[config.mk]
export PLATFORM = sky130hd
export DESIGN_NAME = qspi_master
export DESIGN_NICKNAME = d
export VERILOG_FILES = /design/src/rtl/qspi_pkg.sv /design/src/rtl/qspi_baud.sv /design/src/rtl/qspi_shift.sv /design/src/rtl/qspi_seq.sv /design/src/rtl/qspi_master.sv
export SDC_FILE = /design/constraint.sdc
export NUM_CORES = 2
export LEC_CHECK = 0
export BUFFER_PORTS_ARGS = -buffer_cell sky130_fd_sc_hd__buf_2
export CORE_ASPECT_RATIO = 0.7
export CORE_UTILIZATION = 60
export CTS_CLUSTER_SIZE = 20
export DETAILED_ROUTE_END_ITERATION = 8
export PLACE_DENSITY_LB_ADDON = 0.1
export SYNTH_ARGS = -nofsm -noshare
export SYNTH_HDL_FRONTEND = slang
export SYNTH_HIERARCHICAL = 1
export SYNTH_SLANG_ARGS = --single-unit
[constraint.sdc]
create_clock -name clk -period 5.2 [get_ports clk]
set_clock_uncertainty 0.05 [all_clocks]
set_input_delay 1.04 -clock clk [delete_from_list [all_inputs] [get_ports clk]]
set_output_delay 1.04 -clock clk [all_outputs]
set_load 0.005 [all_outputs]
[src/rtl/qspi_pkg.sv]
package qspi_pkg;
  typedef enum logic [2:0] {S_IDLE, S_LOAD, S_PRE, S_SHIFT, S_POST} seq_state_t;

  // word length: legal 8..15, anything smaller means a full 16-bit word
  function automatic logic [4:0] eff_bits(input logic [3:0] fld);
    return (fld < 4'd8) ? 5'd16 : {1'b0, fld};
  endfunction

  // system cycles per SCLK phase; zero maps to two
  function automatic logic [7:0] half_cycles(input logic [7:0] baud);
    return (baud == 8'd0) ? 8'd2 : baud;
  endfunction

  // place an n-bit word at the top of the 16-bit shifter
  function automatic logic [15:0] align_left(input logic [15:0] w, input logic [4:0] n);
    return w << (5'd16 - n);
  endfunction
endpackage

[src/rtl/qspi_baud.sv]
module qspi_baud #(
  parameter int W = 8
) (
  input  logic         clk,
  input  logic         rst_n,
  input  logic         en,
  input  logic [W-1:0] half,
  output logic         tick
);
  logic [W-1:0] cnt_q;

  assign tick = en && (cnt_q == half - 1'b1);

  always_ff @(posedge clk or negedge rst_n) begin
    if (!rst_n)           cnt_q <= '0;
    else if (!en || tick) cnt_q <= '0;
    else                  cnt_q <= cnt_q + 1'b1;
  end

  assert_phase_count_R10: assert property (@(posedge clk) disable iff (!rst_n)
    en |-> (cnt_q < half));
endmodule

[src/rtl/qspi_shift.sv]
module qspi_shift
  import qspi_pkg::*;
(
  input  logic        clk,
  input  logic        rst_n,
  input  logic        go,
  input  logic [15:0] word,
  input  logic [4:0]  nbits,
  input  logic        cpol,
  input  logic        cpha,
  input  logic [7:0]  half,
  input  logic        miso,
  output logic        sclk,
  output logic        mosi,
  output logic        done,
  output logic [15:0] rx_word
);
  logic        act_q, sclk_q, done_q;
  logic [15:0] sh_q, rx_q;
  logic [5:0]  edge_q;
  logic        tick;

  qspi_baud #(.W(8)) u_baud (
    .clk(clk), .rst_n(rst_n), .en(act_q), .half(half), .tick(tick)
  );

  // named edge events for the assertions
  wire last_edge = (edge_q == ({nbits, 1'b0} - 6'd1));
  wire leading   = ~edge_q[0];
  wire smp_edge  = cpha ? ~leading : leading;
  wire sft_edge  = cpha ? (leading && (edge_q != 6'd0)) : ~leading;

  always_ff @(posedge clk or negedge rst_n) begin
    if (!rst_n) begin
      act_q  <= 1'b0;
      sclk_q <= 1'b0;
      done_q <= 1'b0;
      sh_q   <= '0;
      rx_q   <= '0;
      edge_q <= '0;
    end else begin
      done_q <= 1'b0;
      if (go) begin
        act_q  <= 1'b1;
        sh_q   <= align_left(word, nbits);
        rx_q   <= '0;
        edge_q <= '0;
        sclk_q <= cpol;
      end else if (act_q && tick) begin
        sclk_q <= ~sclk_q;
        if (smp_edge) rx_q <= {rx_q[14:0], miso};
        if (sft_edge) sh_q <= {sh_q[14:0], 1'b0};
        if (last_edge) begin
          act_q  <= 1'b0;
          done_q <= 1'b1;
        end else begin
          edge_q <= edge_q + 6'd1;
        end
      end else if (!act_q) begin
        sclk_q <= cpol;
      end
    end
  end

  assign sclk    = act_q ? sclk_q : cpol;
  assign mosi    = sh_q[15];
  assign done    = done_q;
  assign rx_word = rx_q;

  assert_sclk_home_R11: assert property (@(posedge clk) disable iff (!rst_n)
    done_q |-> (sclk_q == cpol));
  assert_edge_bound_R9: assert property (@(posedge clk) disable iff (!rst_n)
    act_q |-> (edge_q < {nbits, 1'b0}));
endmodule

[src/rtl/qspi_seq.sv]
module qspi_seq
  import qspi_pkg::*;
#(
  parameter int DEPTH = 32,
  parameter int NCS   = 4,
  localparam int IW   = $clog2(DEPTH)
) (
  input  logic           clk,
  input  logic           rst_n,
  input  logic           start,
  input  logic [IW-1:0]  end_ptr,
  input  logic [6:0]     pre_dly,
  input  logic [7:0]     post_dly,
  input  logic [NCS-1:0] cs_idle,
  input  logic [3:0]     bits_fld,
  input  logic           cpol,
  input  logic           cpha,
  input  logic [7:0]     baud,
  input  logic           miso,
  input  logic [15:0]    tx_word,
  input  logic [NCS-1:0] cmd_cs,
  input  logic           cmd_cont,
  output logic [IW-1:0]  idx,
  output logic           rx_we,
  output logic [15:0]    rx_word,
  output logic           entry_end,
  output logic           finish,
  output logic           busy,
  output logic           sclk,
  output logic           mosi,
  output logic [NCS-1:0] cs
);
  seq_state_t     st_q;
  logic [IW-1:0]  idx_q;
  logic [7:0]     dcnt_q;
  logic           hold_q, cont_q;
  logic [NCS-1:0] cs_q;
  logic           sh_done;

  wire go = (st_q == S_PRE) && (dcnt_q == 8'd0);

  qspi_shift u_shift (
    .clk(clk), .rst_n(rst_n), .go(go), .word(tx_word),
    .nbits(eff_bits(bits_fld)), .cpol(cpol), .cpha(cpha),
    .half(half_cycles(baud)), .miso(miso), .sclk(sclk), .mosi(mosi),
    .done(sh_done), .rx_word(rx_word)
  );

  assign entry_end = (st_q == S_POST) && (dcnt_q == 8'd0);
  assign finish    = entry_end && (idx_q == end_ptr);
  assign rx_we     = sh_done;
  assign busy      = (st_q != S_IDLE);
  assign idx       = idx_q;
  assign cs        = hold_q ? cs_q : cs_idle;

  always_ff @(posedge clk or negedge rst_n) begin
    if (!rst_n) begin
      st_q   <= S_IDLE;
      idx_q  <= '0;
      dcnt_q <= '0;
      hold_q <= 1'b0;
      cont_q <= 1'b0;
      cs_q   <= '0;
    end else begin
      case (st_q)
        S_IDLE: if (start) begin
          idx_q <= '0;
          st_q  <= S_LOAD;
        end
        S_LOAD: begin
          cs_q   <= cmd_cs;
          cont_q <= cmd_cont;
          hold_q <= 1'b1;
          dcnt_q <= {1'b0, pre_dly};
          st_q   <= S_PRE;
        end
        S_PRE: begin
          if (dcnt_q == 8'd0) st_q <= S_SHIFT;
          else                dcnt_q <= dcnt_q - 8'd1;
        end
        S_SHIFT: if (sh_done) begin
          dcnt_q <= post_dly;
          st_q   <= S_POST;
        end
        S_POST: begin
          if (dcnt_q != 8'd0) begin
            dcnt_q <= dcnt_q - 8'd1;
          end else begin
            if (!cont_q || finish) hold_q <= 1'b0;
            if (finish) st_q <= S_IDLE;
            else begin
              idx_q <= idx_q + 1'b1;
              st_q  <= S_LOAD;
            end
          end
        end
        default: st_q <= S_IDLE;
      endcase
    end
  end

  assert_idle_cs_R6: assert property (@(posedge clk) disable iff (!rst_n)
    (st_q == S_IDLE) |-> (cs == cs_idle));
  assert_idx_in_queue_R3: assert property (@(posedge clk) disable iff (!rst_n)
    busy |-> (idx_q <= end_ptr));
  assert_rx_in_shift_R4: assert property (@(posedge clk) disable iff (!rst_n)
    rx_we |-> (st_q == S_SHIFT));
  assert_next_slot_R3: assert property (@(posedge clk) disable iff (!rst_n)
    (entry_end && !finish) |=> ((st_q == S_LOAD) && (idx_q == $past(idx_q) + 1'b1)));
  assert_cont_hold_R5: assert property (@(posedge clk) disable iff (!rst_n)
    (entry_end && !finish && cont_q) |=> (cs == $past(cs)));
endmodule

[src/rtl/qspi_master.sv]
module qspi_master
  import qspi_pkg::*;
#(
  parameter int DEPTH = 32,
  parameter int NCS   = 4,
  localparam int IW   = $clog2(DEPTH),
  localparam int AW   = IW + 2
) (
  input  logic           clk,
  input  logic           rst_n,
  input  logic           bus_we,
  input  logic [AW-1:0]  bus_waddr,
  input  logic [15:0]    bus_wdata,
  input  logic [AW-1:0]  bus_raddr,
  output logic [15:0]    bus_rdata,
  output logic           spi_sclk,
  output logic           spi_mosi,
  input  logic           spi_miso,
  output logic [NCS-1:0] spi_cs
);
  // region codes in the top two address bits
  localparam logic [1:0] RG_REG = 2'd0, RG_TX = 2'd1, RG_RX = 2'd2, RG_CMD = 2'd3;

  logic [15:0] txm [DEPTH];
  logic [15:0] rxm [DEPTH];
  logic [7:0]  cmdm [DEPTH];

  logic           master_q, cpol_q, cpha_q, run_q, done_q;
  logic [3:0]     bits_q;
  logic [7:0]     baud_q, post_q;
  logic [6:0]     pre_q;
  logic [IW-1:0]  endp_q, last_q;
  logic [NCS-1:0] idle_q;

  logic [IW-1:0]  seq_idx;
  logic           seq_rx_we, seq_end, seq_finish, seq_busy;
  logic [15:0]    seq_rx_word;

  wire [1:0]    wreg  = bus_waddr[AW-1:AW-2];
  wire [IW-1:0] widx  = bus_waddr[IW-1:0];
  wire [1:0]    rreg  = bus_raddr[AW-1:AW-2];
  wire [IW-1:0] ridx  = bus_raddr[IW-1:0];
  wire          wr_reg = bus_we && (wreg == RG_REG);
  wire          cfg_wr = wr_reg && !seq_busy;
  wire          start  = cfg_wr && (widx[1:0] == 2'd1) && bus_wdata[15];
  wire          clr_done = wr_reg && (widx[1:0] == 2'd3) && bus_wdata[7];

  always_ff @(posedge clk or negedge rst_n) begin
    if (!rst_n) begin
      master_q <= 1'b1;
      bits_q   <= 4'd8;
      cpol_q   <= 1'b0;
      cpha_q   <= 1'b0;
      baud_q   <= 8'd4;
      run_q    <= 1'b0;
      pre_q    <= '0;
      post_q   <= '0;
      endp_q   <= '0;
      idle_q   <= '1;
      done_q   <= 1'b0;
      last_q   <= '0;
    end else begin
      if (cfg_wr) begin
        case (widx[1:0])
          2'd0: begin
            master_q <= bus_wdata[15];
            bits_q   <= bus_wdata[13:10];
            cpol_q   <= bus_wdata[9];
            cpha_q   <= bus_wdata[8];
            baud_q   <= bus_wdata[7:0];
          end
          2'd1: begin
            run_q  <= bus_wdata[15];
            pre_q  <= bus_wdata[14:8];
            post_q <= bus_wdata[7:0];
          end
          2'd2: begin
            endp_q <= bus_wdata[8 +: IW];
            idle_q <= bus_wdata[NCS-1:0];
          end
          default: ;
        endcase
      end
      if (seq_finish) run_q <= 1'b0;
      if (clr_done)   done_q <= 1'b0;
      if (seq_finish) done_q <= 1'b1;   // set beats a same-cycle clear
      if (seq_end)    last_q <= seq_idx;
    end
  end

  always_ff @(posedge clk or negedge rst_n) begin
    if (!rst_n) begin
      for (int i = 0; i < DEPTH; i++) begin
        txm[i]  <= '0;
        rxm[i]  <= '0;
        cmdm[i] <= '0;
      end
    end else begin
      if (bus_we && wreg == RG_TX)  txm[widx]  <= bus_wdata;
      if (bus_we && wreg == RG_CMD) cmdm[widx] <= bus_wdata[7:0];
      if (bus_we && wreg == RG_RX)  rxm[widx]  <= bus_wdata;
      if (seq_rx_we)                rxm[seq_idx] <= seq_rx_word;
    end
  end

  always_comb begin
    bus_rdata = '0;
    case (rreg)
      RG_REG: case (ridx[1:0])
        2'd0: bus_rdata = {master_q, 1'b0, bits_q, cpol_q, cpha_q, baud_q};
        2'd1: bus_rdata = {run_q, pre_q, post_q};
        2'd2: begin
          bus_rdata[8 +: IW]   = endp_q;
          bus_rdata[NCS-1:0]   = idle_q;
        end
        default: begin
          bus_rdata[7]      = done_q;
          bus_rdata[IW-1:0] = last_q;
        end
      endcase
      RG_TX:   bus_rdata = txm[ridx];
      RG_RX:   bus_rdata = rxm[ridx];
      default: bus_rdata = {8'h00, cmdm[ridx]};
    endcase
  end

  qspi_seq #(.DEPTH(DEPTH), .NCS(NCS)) u_seq (
    .clk(clk), .rst_n(rst_n), .start(start), .end_ptr(endp_q),
    .pre_dly(pre_q), .post_dly(post_q), .cs_idle(idle_q),
    .bits_fld(bits_q), .cpol(cpol_q), .cpha(cpha_q), .baud(baud_q),
    .miso(spi_miso), .tx_word(txm[seq_idx]),
    .cmd_cs(cmdm[seq_idx][NCS-1:0]), .cmd_cont(cmdm[seq_idx][7]),
    .idx(seq_idx), .rx_we(seq_rx_we), .rx_word(seq_rx_word),
    .entry_end(seq_end), .finish(seq_finish), .busy(seq_busy),
    .sclk(spi_sclk), .mosi(spi_mosi), .cs(spi_cs)
  );

  assert_run_busy_R7: assert property (@(posedge clk) disable iff (!rst_n)
    run_q == seq_busy);
  assert_done_wins_R8: assert property (@(posedge clk) disable iff (!rst_n)
    seq_finish |=> done_q);
  assert_cfg_frozen_R13: assert property (@(posedge clk) disable iff (!rst_n)
    (seq_busy && $past(seq_busy)) |-> ($stable(baud_q) && $stable(endp_q) && $stable(pre_q)));
endmodule

==> summary.md <==
| Metric | Value |
|---|---|
| Detailed Routing Iterations Pass 1 | `6` |
| GR Overflow Total | `0` |
| Ys async rst share | `100%` |
| Max Slew Vio Count | `0` |
| Reg2reg end | `u_seq/u_shift/sh_q[8]` |
| Final setup violation count | `0` |
| Startpoint types | `input pin` |
| Worst Setup SP | `bus_raddr[0]` |
| R2R depth | `9` |
| Post-CTS Resized | `0` |
| WP depth | `7` |
| Clk slew on worst S/H paths | `0.06 ns` |
| Leak pwr | `36.2 nW` |
| P&R area growth vs syn | `10.0%` |
| Xor/xnor cell area share of the yosys netlist | `0.443%` |
| Yosys top cell by area | `dfrtp_1` |
| Share of the synthesized area in the top cell type | `46.3%` |
| Worst path bufs/invs | `3` |
| Syn Nets | `5961` |
| Clk_lat worst skew | `0.81 ns` |
| Top delay family on crit path | `multiplexers` |
| Post-layout min period | `5.10 ns` |
| CP peak stage delay | `0.59 ns` |
| Synth area leaders | `dfrtp_1 (46%), mux4_2 (15%), mux2_2 (13%), mux2i_1 (8.2%), a21oi_1 (2.8%)` |
| Post-CTS setup buffer count | `0` |
| Fin nets | `5903` |
| Initial drt markers | `7687` |
| Slew headroom | `2.21%` |
| Dominant synthesized flop cell | `dfrtp_1` |
| Global-route wire length before repair | `375000 um` |
| HPWL after DPL | `170000 um` |
| Final period util | `98.1%` |
| Post-Route WL | `257000 um` |
| Clk sinks | `1397` |
| Initial Utilization | `60.5%` |
| Compound-Gate Fraction of Synth Area | `6.60%` |
| Clk buf depth | `3` |
| Share of cells above drive strength 1 | `34.4%` |
| Root Buffer | `clkbuf_16` |
| FF-to-FF Start | `u_seq/idx[2]` |
| Setup slack after layout | `0.0985 ns` |
| Worst-Margin Slew | `1.47 ns` |
| Multi-input gate area | `0.0375 mm2` |
| Worst path required time | `4.11 ns` |
| Most frequent cells in the layout | `dfrtp_1 (1385), mux2_2 (842), mux2i_1 (613), mux4_2 (505), nor2_1 (484)` |
| Post-synthesis cell type count | `94` |
| Register Area | `0.0350 mm2` |
| Critical path class | `input pin to output pin` |
| Max-cap viol count | `0` |
| Via/cell ratio | `7.07` |
| Capturing element type of the critical path | `output pin` |
| Flops & latches, synth | `1397` |
| Combinational family with the most area after synthesis | `multiplexers` |
| # hold bufs at CTS | `0` |
| DRC | `0` |
| Synth Warn # | `6` |
| H-tree depth | `4` |
| Cell mode on critical path | `mux4_2` |
| Post-Syn Area | `0.0751 mm2` |
| F_max | `196 MHz` |
| Largest net degree at the start of global routing | `130` |
| WP data arrival | `4.01 ns` |
| Average size of a mapped cell | `12.7 um2` |
| Status | `finished, final reports clean` |
| Die H | `298 um` |
| Sequential element share of the synthesized area | `46.6%` |
| Post-synthesis mux area share | `36.3%` |
| Global Route Usage Sum | `41.0%` |
| CORE AREA | `0.124 mm2` |
| Commonest non-fill, non-tap cell in the layout | `dfrtp_1` |
| Flop-to-flop setup slack | `0.32 ns` |
| Worst Path Max Fanout | `31` |
| Crit path to | `bus_rdata[15]` |
| WL/cell | `33.7 um` |
| CTS tree | `yes` |
| HP Class | `input pin to asynchronous set/reset pin` |
| Final hold vios | `0` |
| Pre-CTS setup slack | `0.0446 ns` |
| EDFF count, synth | `0` |
| Crit path cell chain | `buf_8, buf_12, mux4_2, mux4_2, a22oi_1, nand3_1, buf_2` |
| Die area | `0.127 mm2` |
| Vias | `54000` |
| Number of global-route vias before repair | `52000` |
| RSZ-0062 raised after global routing | `false` |
| # IOs | `56` |
| Initial antenna violation count | `19` |
| Area share of and/or/nand/nor cells after synthesis | `6.39%` |
| Final TNS setup | `0 ns` |
| I/O Buffers | `55` |
| CP max-delay cell | `mux4_2` |
| Area after DPL | `0.0778 mm2` |
| Layout Utilization | `66.6%` |
| Chip width | `425 um` |
| Synth Area in Adders | `0.133%` |
| Tot Pwr | `27.0 mW` |
| Filler instances | `9118` |
| RePlAce Congestion | `0.977` |
| Max IR drop VDD | `0.388 mV` |
| Cts bufs inserted | `141` |
| Core Rows | `108` |
| Power Density | `327 mW/mm2` |
| Final Cell Area | `0.0826 mm2` |
| Cells after synthesis | `5919` |
| Final antenna-violating net count | `0` |
==> worst min path at each step <==
stage                start       end
CTS                  rst_n  rxm[434]
finish               rst_n  rxm[434]
global route         rst_n  rxm[434]
floorplan           done_q    done_q
detailed placement  done_q    done_q
global placement    done_q    done_q
==> layer usage <==
metal | routed length (um) | global-route usage, %
met5 | 144 | 0.379
met1 | 104000 | 60.6
met4 | 12200 | 17.9
met3 | 37100 | 15.8
met2 | 104000 | 53.6
==> where the power goes <==
part	switching, mW	internal, mW
logic	2.00	1.72
clock network	4.53	6.20
registers	0.764	11.8
==> synthesized netlist by cell type (13+ instances only) <==
library cell	instances
clkbuf_1	355
dfrtp_1	1390
nor3_1	25
nand2b_1	20
a21oi_1	426
o21ai_0	140
mux4_2	505
nor2b_1	20
o22ai_1	29
xor2_1	13
a22oi_1	123
xnor2_1	15
nand3_1	38
nand2_1	309
inv_1	25
nor2_2	17
o21ai_1	34
buf_2	109
nand4_1	42
mux2i_1	613
buf_4	56
buf_1	39
mux2_2	842
nor2_1	493
==> metrics by stage <==
step,hold slack (ns),cells
2_1_floorplan,0.394,5919
3_3_place_gp,0.406,7368
3_5_place_dp,0.414,7368
4_1_cts,0.174,7622
5_1_grt,0.236,7624
6_report,0.176,7629
==> registers in the layout, indices dropped and copies added, names as in the netlist, 3 cells and up <==
register / count
u_seq/idx: 5
u_seq/dcnt_q: 8
idle_q: 4
u_seq/u_shift/u_baud/cnt_q: 8
bits_q: 4
pre_q: 7
cmdm: 256
u_seq/u_shift/rx_word: 16
baud_q: 8
u_seq/cs_q: 4
post_q: 8
last_q: 5
u_seq/u_shift/edge_q: 6
txm: 512
u_seq/st_q: 3
rxm: 512
endp_q: 5
u_seq/u_shift/sh_q: 16
==> final cells by class <==
cell class | count | share of cell area [%]
clock buffer | 208 | 5.13
tap | 1650 | 2.50
antenna | 7 | 0.0212
clock inverter | 46 | 0.659
inverter | 27 | 0.123
multi-input combinational | 3923 | 45.4
timing repair buffer | 371 | 3.80
sequential | 1397 | 42.3
==> worst register-to-register path: stages (launching register included) <==
cell and delay (ns):
dfrtp_1 0.67, and3_1 0.79, buf_4 0.47, a22oi_1 0.68
nand4_1 0.56, mux4_1 0.70, mux2_2 0.29, a41oi_1 0.20
o21ai_1 0.09, mux2_2 0.26
==> kinds of logic (layout without fill, tap and decap cells) <==
family | count (synthesis) | in the layout
compound gates | 845 | 845
xor+xnor | 33 | 33
fa+ha+maj | 8 | 8
buf+inv | 599 | 652
flops | 1397 | 1397
mux | 1972 | 1972
other cells | 0 | 7
simple gates | 1065 | 1065
Power figures use the tool's default switching activity.
